File: config.mk
export PLATFORM = sky130hd
export DESIGN_NAME = syn_check
export DESIGN_NICKNAME = d
export VERILOG_FILES = /design/src/rtl/syn_pkg.sv /design/src/rtl/syn_div_core.sv /design/src/rtl/syn_result_stage.sv /design/src/rtl/syn_check.sv
export SDC_FILE = /design/constraint.sdc
export NUM_CORES = 1
export LEC_CHECK = 0
export BUFFER_PORTS_ARGS = -buffer_cell sky130_fd_sc_hd__buf_2
export CORE_AREA = 5 5 42 44
export CTS_CLUSTER_SIZE = 30
export DETAILED_ROUTE_END_ITERATION = 10
export DIE_AREA = 0 0 47 49
export PLACE_DENSITY = 0.57
export SYNTH_ARGS = -nofsm -noshare
export SYNTH_HDL_FRONTEND = slang
export SYNTH_SLANG_ARGS = --single-unit
File: constraint.sdc
create_clock -name clk -period 1.5 [get_ports clk]
set_clock_uncertainty 0.2 [all_clocks]
set_input_delay 0.15 -clock clk [delete_from_list [all_inputs] [get_ports clk]]
set_output_delay 0.15 -clock clk [all_outputs]
set_load 0.02 [all_outputs]
File: src/rtl/syn_pkg.sv
// Package: shared constants for the serial cyclic-code syndrome checker.
// Assumes a binary field (mod-2 arithmetic) and a generator whose top
// coefficient is 1.
package syn_pkg;
    // Degree of the generator, equal to the number of check bits.
    localparam int SYN_DEG = 3;
    // Generator coefficients, bit j = coefficient of p^j: 1 + p + p^3.
    localparam logic [SYN_DEG:0] SYN_GEN = 4'b1011;
    // Length of a code word in bits.
    localparam int CODE_LEN = 7;

    typedef logic [SYN_DEG-1:0] syn_t;
endpackage

File: src/rtl/syn_div_core.sv
// Module: syn_div_core
// Divides a serially supplied polynomial, highest power first, by the
// generator GEN. It keeps the running remainder and exposes the value the
// remainder takes after the current bit (rem_next).
// Assumes GEN[DEG] == 1. The remainder clears when clr is asserted.
module syn_div_core #(
    parameter int             DEG = 3,
    parameter logic [DEG:0]   GEN = 4'b1011
) (
    input  logic           clk,
    input  logic           rst_n,
    input  logic           shift_en,
    input  logic           din,
    input  logic           clr,
    output logic [DEG-1:0] rem_next
);
    logic [DEG-1:0] rem_q;
    logic           fb;

    // Feedback: the coefficient that overflows out of the remainder.
    assign fb = rem_q[DEG-1];

    // One tap per remainder bit: shift up and subtract the generator when fb is set.
    for (genvar j = 0; j < DEG; j++) begin : g_tap
        logic shifted;
        if (j == 0) begin : g_low
            assign shifted = din;
        end else begin : g_up
            assign shifted = rem_q[j-1];
        end
        if (GEN[j]) begin : g_fb
            assign rem_next[j] = shifted ^ fb;
        end else begin : g_nofb
            assign rem_next[j] = shifted;
        end
    end

    // Remainder register: clears on reset or end of word, else advances on valid bits.
    always_ff @(posedge clk) begin
        if (!rst_n || clr) begin
            rem_q <= '0;
        end else if (shift_en) begin
            rem_q <= rem_next;
        end
    end
endmodule

File: src/rtl/syn_result_stage.sv
// Module: syn_result_stage
// Captures the final remainder at the end of a word. It holds the remainder
// as the syndrome, derives the error flag and produces a one-cycle done strobe.
// Assumes commit is high for exactly the cycle that takes the last bit.
module syn_result_stage #(
    parameter int DEG = 3
) (
    input  logic           clk,
    input  logic           rst_n,
    input  logic           commit,
    input  logic [DEG-1:0] rem_in,
    output logic [DEG-1:0] syn,
    output logic           err,
    output logic           done
);
    logic [DEG-1:0] syn_q;
    logic           err_q;
    logic           done_q;

    // Syndrome and flag registers: load on commit, otherwise hold.
    always_ff @(posedge clk) begin
        if (!rst_n) begin
            syn_q <= '0;
            err_q <= 1'b0;
        end else if (commit) begin
            syn_q <= rem_in;
            err_q <= |rem_in;
        end
    end

    // Done strobe: high for the single cycle after a commit.
    always_ff @(posedge clk) begin
        if (!rst_n) begin
            done_q <= 1'b0;
        end else begin
            done_q <= commit;
        end
    end

    assign syn  = syn_q;
    assign err  = err_q;
    assign done = done_q;
endmodule

File: src/rtl/syn_check.sv
// Module: syn_check (top)
// Serial syndrome checker for a 7-bit cyclic code with generator 1+p+p^3.
// Bits arrive highest power first when bit_valid is high, and bit_last marks
// the final bit. One cycle later the remainder is presented with an error
// flag and a done strobe. The divider clears itself on the last bit, so
// words may follow back to back.
module syn_check
    import syn_pkg::*;
(
    input  logic               clk,
    input  logic               rst_n,
    input  logic               bit_in,
    input  logic               bit_valid,
    input  logic               bit_last,
    output logic [SYN_DEG-1:0] syn_out,
    output logic               syn_err,
    output logic               syn_done
);
    logic   commit;
    syn_t   rem_next;

    // End of word: a valid bit that carries the last marker.
    assign commit = bit_valid & bit_last;

    syn_div_core #(
        .DEG (SYN_DEG),
        .GEN (SYN_GEN)
    ) u_div (
        .clk      (clk),
        .rst_n    (rst_n),
        .shift_en (bit_valid),
        .din      (bit_in),
        .clr      (commit),
        .rem_next (rem_next)
    );

    syn_result_stage #(
        .DEG (SYN_DEG)
    ) u_res (
        .clk    (clk),
        .rst_n  (rst_n),
        .commit (commit),
        .rem_in (rem_next),
        .syn    (syn_out),
        .err    (syn_err),
        .done   (syn_done)
    );
endmodule

Yosys cells after proc, flatten, opt, wreduce, memory -nomap -nowiden
Cells that the tools add are included.

word-level totals
  register bits after elaboration = 8
  input bits = 5
  output and inout bits = 5
  word-level logic and storage cells = 10

operators by class
  bitwise gates (word level) = 3
  reductions and logical operators = 3

operators by type and width
  kind                count
  OR reduction 3 bit  1
  bitwise XOR 1 bit   2
  AND 1 bit           1
  zero test 1 bit     1
  logical OR 1 bit    1

Longest topological paths before layout
Gate-level depths: netlist (run 1).

  depth after elaboration = 2
  mapped depth = 4
  depth with buffers taken out = 3

Hierarchy
A second synthesis (run 1) with hierarchy kept.

unflattened totals
  cell total of the unflattened synthesis = 32
  area total of the unflattened synthesis = 324.1 µm²

modules (own cells, without submodules)
  module            instances  cells each  area each (µm²)  seq. area each (µm²)
  syn_result_stage  1          16          182.7            100.1
  syn_div_core      1          15          135.1            60.1
  syn_check         1          1           6.3              0.0

Worst setup path before layout (run 1)
Ideal clock, no wire load.

  path kind = reg-to-reg
  from = register u_div.rem_q[0]
  to = register u_res.err_q (netlist: u_res.err)
  setup time = 0.119 ns
  arrival time = 0.868 ns
  data required time = 1.181 ns
  path slack = 0.313 ns
  cell stages (with the launch flop) = 4
  clock period less this slack = 1.187 ns
  path through = dfxtp_1 or3_1 a21oi_1 a21oi_1

between the ends
  longest elaborated chain between the ends = 2

RTL lines
  what                      RTL line                source
  start: declaration        syn_div_core.sv:17      logic [DEG-1:0] rem_q;
  start signal: assignment  syn_div_core.sv:43      rem_q <= rem_next;
  bitwise XOR 1 bit         syn_div_core.sv:32      assign rem_next[j] = shifted ^ fb;
  OR reduction 3 bit        syn_result_stage.sv:27  err_q <= |rem_in;
  end signal: assignment    syn_result_stage.sv:27
  end: declaration          syn_result_stage.sv:17  logic err_q;

No other way between the ends.
A chain may end at the register's enable or synchronous reset.

Worst setup path in the final report (run 1)
  from = input bit_last
  to = register u_res.syn_q[2] (netlist: u_res.syn[2])

between the ends
  longest elaborated chain between the ends = 1

RTL lines
  what                    RTL line                source
  start: declaration      syn_check.sv:14         input logic bit_last,
  AND 1 bit               syn_check.sv:23         assign commit = bit_valid & bit_last;
  end signal: assignment  syn_result_stage.sv:26  syn_q <= rem_in;
  end: declaration        syn_result_stage.sv:16  logic [DEG-1:0] syn_q;

No other way between the ends.

==> metrics, run 1 <==
number of failing hold endpoints at the final stage 0; number of antenna violations at the first check in global routing 0; share of post-route cells with drive strength above 1 27.1%; final estimated routing congestion in global placement 0.797; Synth warnings 0; Hold Crit Class input pin to register; buffer cell driving the clock tree root sky130_fd_sc_hd__clkbuf_4; max cap viols 0; outcome complete, no violations; Placed Instance Area 385 um2; count of cells resized by post-cts repair 0; # IOs 10; number of instances in the synthesized netlist 35; number of antenna cells inserted 0; via density per instance 4.33; number of inserted filler cells in the final layout 161; I/O Buffers 9; Min Clock Period, post-route 1.40 ns; Worst Setup Start Kind input pin; number of design-rule violations left by the first detailed-router iteration 3; DR pass1 iterations 3; syn_nets 40; Post-DRT Antenna Nets 0; summed negative setup slack over all endpoints 0 ns; synthesis-to-finish area growth 29.1%; data required time at the worst endpoint 1.45 ns; hold-fix buffers at CTS 2; pin count of the biggest net entering global routing 9; P_leak 0.198 nW; post-synthesis sequential area ratio 48.3%; vias after detailed routing 277; worst setup path category input pin to register; total power divided by cell area 1030 nW/um2; Post-CTS Repair Setup Buffers 0; placed cell count 59; Initial Utilization 23.7%; Total Routed Length 624 um; TritonCTS clock tree yes; Finished Core Util 30.5%; final non-filler cell total 64; row count 14; number of buffers added by the clock tree synthesis step 3; summed area of non-filler cells in the final layout 428 um2; vias in the first global route 254; slew at the pin with the worst max-slew slack 0.270 ns; worst max-slew margin expressed relative to the limit 82.0%; Die W 47 um; Worst-Skew Late Latency 0.26 ns; count of cell types in the netlist 16; f_max 716 MHz; flop-to-flop setup slack 0.24 ns; die outline height 49 um; worst ir drop on vdd 0.000460 V; data arrival time of the critical path 1.35 ns; remaining routing DRC violations 0; register bit count reported by yosys 8; setup repair after global routing missed its margin no; core area 1400 um2; per-cell routed wire length 9.75 um; total routing usage reported by global routing 7.06%; mean cell area of the mapped netlist 9.47 um2; Final #Nets 55; worst hold-check slack 0.0231 ns; H-tree levels 1; Pins Over Slew Limit 0; Netlist Area Pre-Place 332 um2; final setup violation count 0; total gr overflow 0; period utilization 93.1%; clock buffer depth 2; detailed placement HPWL 466 um; worst-path maximum fanout 7; post-CTS clock slew at the launch and capture registers of the worst setup and hold paths 0.05 ns; wire length of the first global-routing pass 1070 um; full die area 2300 um2; endpoint class of the critical path register; number of clock sinks 8
-- final cells by class --
class,count,area [um2],share of cell area [%]
repair buffers,11,65.1,15.2
flip-flops and latches,8,160,37.4
multi-input cells,23,149,34.8
clock buffers,3,22.5,5.26
inverters,3,11.3,2.63
well taps,16,20.0,4.68
-- per-stage QoR --
step,worst slack (ns),total power [mW]
after detailed placement,0.257,0.276
final,0.104,0.442
after global routing,0.0586,0.470
after CTS,0.0955,0.449
after global placement,0.261,0.276
after floorplan,0.313,0.259
-- logic make-up after synthesis --
logic type | count (synthesis) | share of synthesized area [%]
buffers and inverters | 4 | 6.79
AO/OA/AOI/OAI | 8 | 16.2
flip-flops | 8 | 48.3
XOR/XNOR | 2 | 5.28
multiplexers | 1 | 3.02
AND/OR/NAND/NOR | 12 | 20.4
-- sequential cells by signal, indices dropped and copies added, names as in the netlist --
name         cells
u_res.done       1
u_res.syn        3
u_res.err        1
u_div.rem_q      3
-- critical path, stage by stage --
cell and delay, ns:
sky130_fd_sc_hd__dlygate4sd3_1 0.52, sky130_fd_sc_hd__buf_2 0.12, sky130_fd_sc_hd__and2_1 0.28, sky130_fd_sc_hd__mux2i_1 0.21, sky130_fd_sc_hd__nor2b_1 0.05
-- synth_stat cells --
master | instances | share of area, %
sky130_fd_sc_hd__nor2b_1 | 1 | 1.9
sky130_fd_sc_hd__mux2i_1 | 1 | 3.0
sky130_fd_sc_hd__nand3_1 | 1 | 1.5
sky130_fd_sc_hd__or3_1 | 1 | 1.9
sky130_fd_sc_hd__dfxtp_1 | 8 | 48
sky130_fd_sc_hd__o211a_1 | 2 | 6.0
sky130_fd_sc_hd__inv_1 | 3 | 3.4
sky130_fd_sc_hd__nand2b_1 | 1 | 1.9
sky130_fd_sc_hd__o21ai_0 | 1 | 1.5
sky130_fd_sc_hd__and2_1 | 4 | 7.5
sky130_fd_sc_hd__o22ai_1 | 3 | 5.7
sky130_fd_sc_hd__nand2_1 | 3 | 3.4
sky130_fd_sc_hd__buf_6 | 1 | 3.4
sky130_fd_sc_hd__a21oi_1 | 2 | 3.0
sky130_fd_sc_hd__and3_2 | 1 | 2.3
sky130_fd_sc_hd__xnor2_1 | 2 | 5.3
-- layout by cell type (no fill, tap or decap), drive strengths merged --
| cell type | Yosys | routed |
|---|---|---|
| a21oi | 2 | 2 |
| and2 | 4 | 4 |
| and3 | 1 | 1 |
| buf | 1 | 9 |
| clkbuf | 0 | 3 |
| dfxtp | 8 | 8 |
| dlygate4sd3 | 0 | 2 |
| inv | 3 | 3 |
| mux2i | 1 | 1 |
| nand2 | 3 | 3 |
| nand2b | 1 | 1 |
| nand3 | 1 | 1 |
| nor2b | 1 | 1 |
| o211a | 2 | 2 |
| o21ai | 1 | 1 |
| o22ai | 3 | 3 |
| or3 | 1 | 1 |
| xnor2 | 2 | 2 |
-- layer usage --
metal / vias up / share of wire [%] / GRT usage, %
met5: - / 0 / 0
met3: 2 / 9.1 / 4.43
li1: 145 / - / -
met2: 10 / 38 / 7.69
met1: 120 / 50 / 9.31
met4: 0 / 2.4 / 5.53
-- final timing paths --
path                        from            to  cells after the start
setup reg to reg  u_div.rem_q[2]     u_res.err                      3
hold reg to reg     u_res.syn[0]  u_res.syn[0]                      1
hold / removal         bit_valid    u_res.done                      2
setup / recovery        bit_last  u_res.syn[2]                      5
-- power by group --
group	total (mW)	internal (mW)	switching, mW
Combinational	0.0500	0.0233	0.0267
Sequential	0.225	0.221	0.00417
Clock	0.167	0.0917	0.0751
No activity file was read; power rests on OpenSTA's default activity.
==> inputs of run 2 (changes only) <==
ABC_AREA = 1   (was unset)
PLACE_DENSITY = 0.59   (was 0.57)
==> run 2 against run 1 <==
  * Utilization is 2.5 points higher
  * Critical path depth is 2 higher
  * Via count is 21% higher
  * Final cell count is 27% higher
  * Fmax is 17% higher
  * Synthesized area is 7.5% higher
  * Hold slack better by 0.0025 ns
  * Register-to-register slack better by 0.23 ns
  * Sequential power is 2% higher
==> metrics, run 2 <==
outcome complete, no violations; hold path startpoint bit_valid; buffer cell driving the clock tree root sky130_fd_sc_hd__clkbuf_4; TritonCTS clock tree yes; Synth warnings 0; vias in the first global route 317; most common cell after layout, fill and taps aside sky130_fd_sc_hd__nand2_1; final estimated routing congestion in global placement 0.728; detailed placement HPWL 519 um; Placed Instance Area 410 um2; Worst-Skew Late Latency 0.26 ns; worst-path maximum fanout 4; per-cell routed wire length 8.16 um; summed negative setup slack over all endpoints 0 ns; number of cells on the worst reg-to-reg path 6; number of antenna violations at the first check in global routing 0; Initial Utilization 25.4%; depth of the worst hold-timing path 3; mean cell area of the mapped netlist 6.99 um2; setup repair after global routing missed its margin no; number of enable-type register cells in the synthesized netlist 0; max cap viols 0; summed area of non-filler cells in the final layout 463 um2; f_max 836 MHz; final setup violation count 0; full die area 2300 um2; Post-synth top flop sky130_fd_sc_hd__dfxtp_1; Reg2Reg Launch Point u_div.rem_q[2]; via density per instance 4.12; number of inserted filler cells in the final layout 172; Final #Nets 72; Post-CTS Repair Setup Buffers 0; total gr overflow 0; Crit Reg-Reg Endpoint u_res.err; # IOs 10; Sequential cell area 160 um2; remaining routing DRC violations 0; async set-reset flop share out of synthesis 0%; die outline height 49 um; Pins Over Slew Limit 0; period utilization 79.7%; count of cell types in the netlist 12; wire length of the first global-routing pass 1260 um; most common cell in the synthesized netlist sky130_fd_sc_hd__nand2_1; total routing usage reported by global routing 7.91%; data arrival time of the critical path 1.14 ns; clock buffer depth 2; Worst Setup Start Kind input pin; core area 1400 um2; syn_nets 56; share of post-route cells with drive strength above 1 24.6%; cell type with the highest occurrence count on the critical path sky130_fd_sc_hd__nand2_1; Hold Crit Class input pin to register; post-synthesis sequential area ratio 44.9%; library cell occupying the most area in the post-synthesis netlist sky130_fd_sc_hd__dfxtp_1; Post-DRT Antenna Nets 0; top cells by area in the synthesized netlist sky130_fd_sc_hd__dfxtp_1 45%, sky130_fd_sc_hd__nand2_1 22%, sky130_fd_sc_hd__inv_1 7.4%; number of instances in the synthesized netlist 51; total power divided by cell area 985 nW/um2; number of clock sinks 8; Min Clock Period, post-route 1.20 ns; Max stage delay cell, worst path sky130_fd_sc_hd__dlygate4sd3_1; Die W 47 um; Netlist Area Pre-Place 357 um2; top cell types by occurrence after synthesis 21 x sky130_fd_sc_hd__nand2_1, 8 x sky130_fd_sc_hd__dfxtp_1, 7 x sky130_fd_sc_hd__inv_1; cell chain of the critical path dlygate4sd3_1, buf_2, nand2_4, nand2_2, inv_1, nand2_1, nand2_1; worst setup path category input pin to register; number of failing hold endpoints at the final stage 0; number of antenna cells inserted 0; pin count of the biggest net entering global routing 9; number of design-rule violations left by the first detailed-router iteration 9; count of cells resized by post-cts repair 0; DR pass1 iterations 4; row count 14; P_leak 0.265 nW; worst ir drop on vdd 0.000530 V; I/O Buffers 9; total area of multi-input combinational cells 155 um2; endpoint class of the critical path register; slew at the pin with the worst max-slew slack 0.146 ns; slowest cell delay on critical path 0.52 ns; flop-to-flop setup slack 0.47 ns; Total Routed Length 661 um; share of the synthesized area in the top cell type 44.9%; vias after detailed routing 334; post-CTS clock slew at the launch and capture registers of the worst setup and hold paths 0.05 ns; synthesis-to-finish area growth 29.8%; worst max-slew margin expressed relative to the limit 90.3%; number of buffers added by the clock tree synthesis step 3; commonest cells after routing, fill and taps aside 21 x sky130_fd_sc_hd__nand2_1, 9 x sky130_fd_sc_hd__buf_2, 8 x sky130_fd_sc_hd__dfxtp_1; H-tree levels 1; register bit count reported by yosys 8; data required time at the worst endpoint 1.45 ns; WHS Endpoint u_res.done
run 2: cell families (layout without fill, tap and decap cells):
| logic type | count (synthesis) | count (layout) | share of synthesized area [%] |
|---|---|---|---|
| simple gates | 33 | 33 | 41.4 |
| flops | 8 | 8 | 44.9 |
| buf+inv | 9 | 23 | 11.6 |
| compound gates | 1 | 1 | 2.11 |
run 2: how the worst max path moves through the flow:
stage | start | endpoint | cells after the start
final | bit_last | u_res.syn[1] | 7
after global routing | bit_in | u_res.err | 8
after CTS | bit_in | u_res.err | 8
after detailed placement | u_div.rem_q[2] | u_res.err | 6
after global placement | u_div.rem_q[2] | u_res.err | 6
after floorplan | u_div.rem_q[2] | u_res.err | 6
run 2: layout make-up:
class	instances	share of cell area, %
Timing Repair Buffer	12	16.2
Tap cell	16	4.32
Sequential cell	8	34.6
Inverter	8	6.49
Clock buffer	3	4.86
Multi-Input combinational cell	34	33.5
run 2: critical path: cells and delay by family:
| kind | cells | cell delay [ns] |
|---|---|---|
| buf+inv | 3 | 0.73 |
| simple gates | 4 | 0.27 |
run 2: per-stage QoR:
step | std cells | setup slack (ns) | hold slack (ns) | total power, mW | utilization, %
3_5_place_dp | 75 | 0.475 | 0.237 | 0.291 | 29.3
4_1_cts | 81 | 0.309 | 0.0151 | 0.470 | 33.0
6_report | 81 | 0.304 | 0.0256 | 0.456 | 33.0
2_1_floorplan | 51 | 0.561 | 0.0860 | 0.274 | -
5_1_grt | 81 | 0.203 | 0.0328 | 0.489 | 33.0
3_3_place_gp | 75 | 0.486 | 0.232 | 0.291 | 29.3
run 2: routing by layer:
| metal | track usage [%] | routed length, um | part of all wire [%] |
|---|---|---|---|
| met4 | 6.91 | 31 | 4.7 |
| met3 | 4.80 | 75 | 11 |
| met1 | 9.31 | 279 | 42 |
| met2 | 9.50 | 275 | 42 |
| met5 | 0 | 0 | 0 |
run 2: power by group:
| part | internal, mW | leakage [nW] | switching, mW | total [mW] |
|---|---|---|---|---|
| Clock | 0.0915 | 0.0138 | 0.0722 | 0.164 |
| Sequential | 0.223 | 0.0654 | 0.00534 | 0.229 |
| Combinational | 0.0256 | 0.186 | 0.0379 | 0.0636 |
run 2: repair_timing:
action	CTS	global route
endpoints found under the setup margin	0	0
endpoints found under the hold margin	3	0
hold buffers	3	0
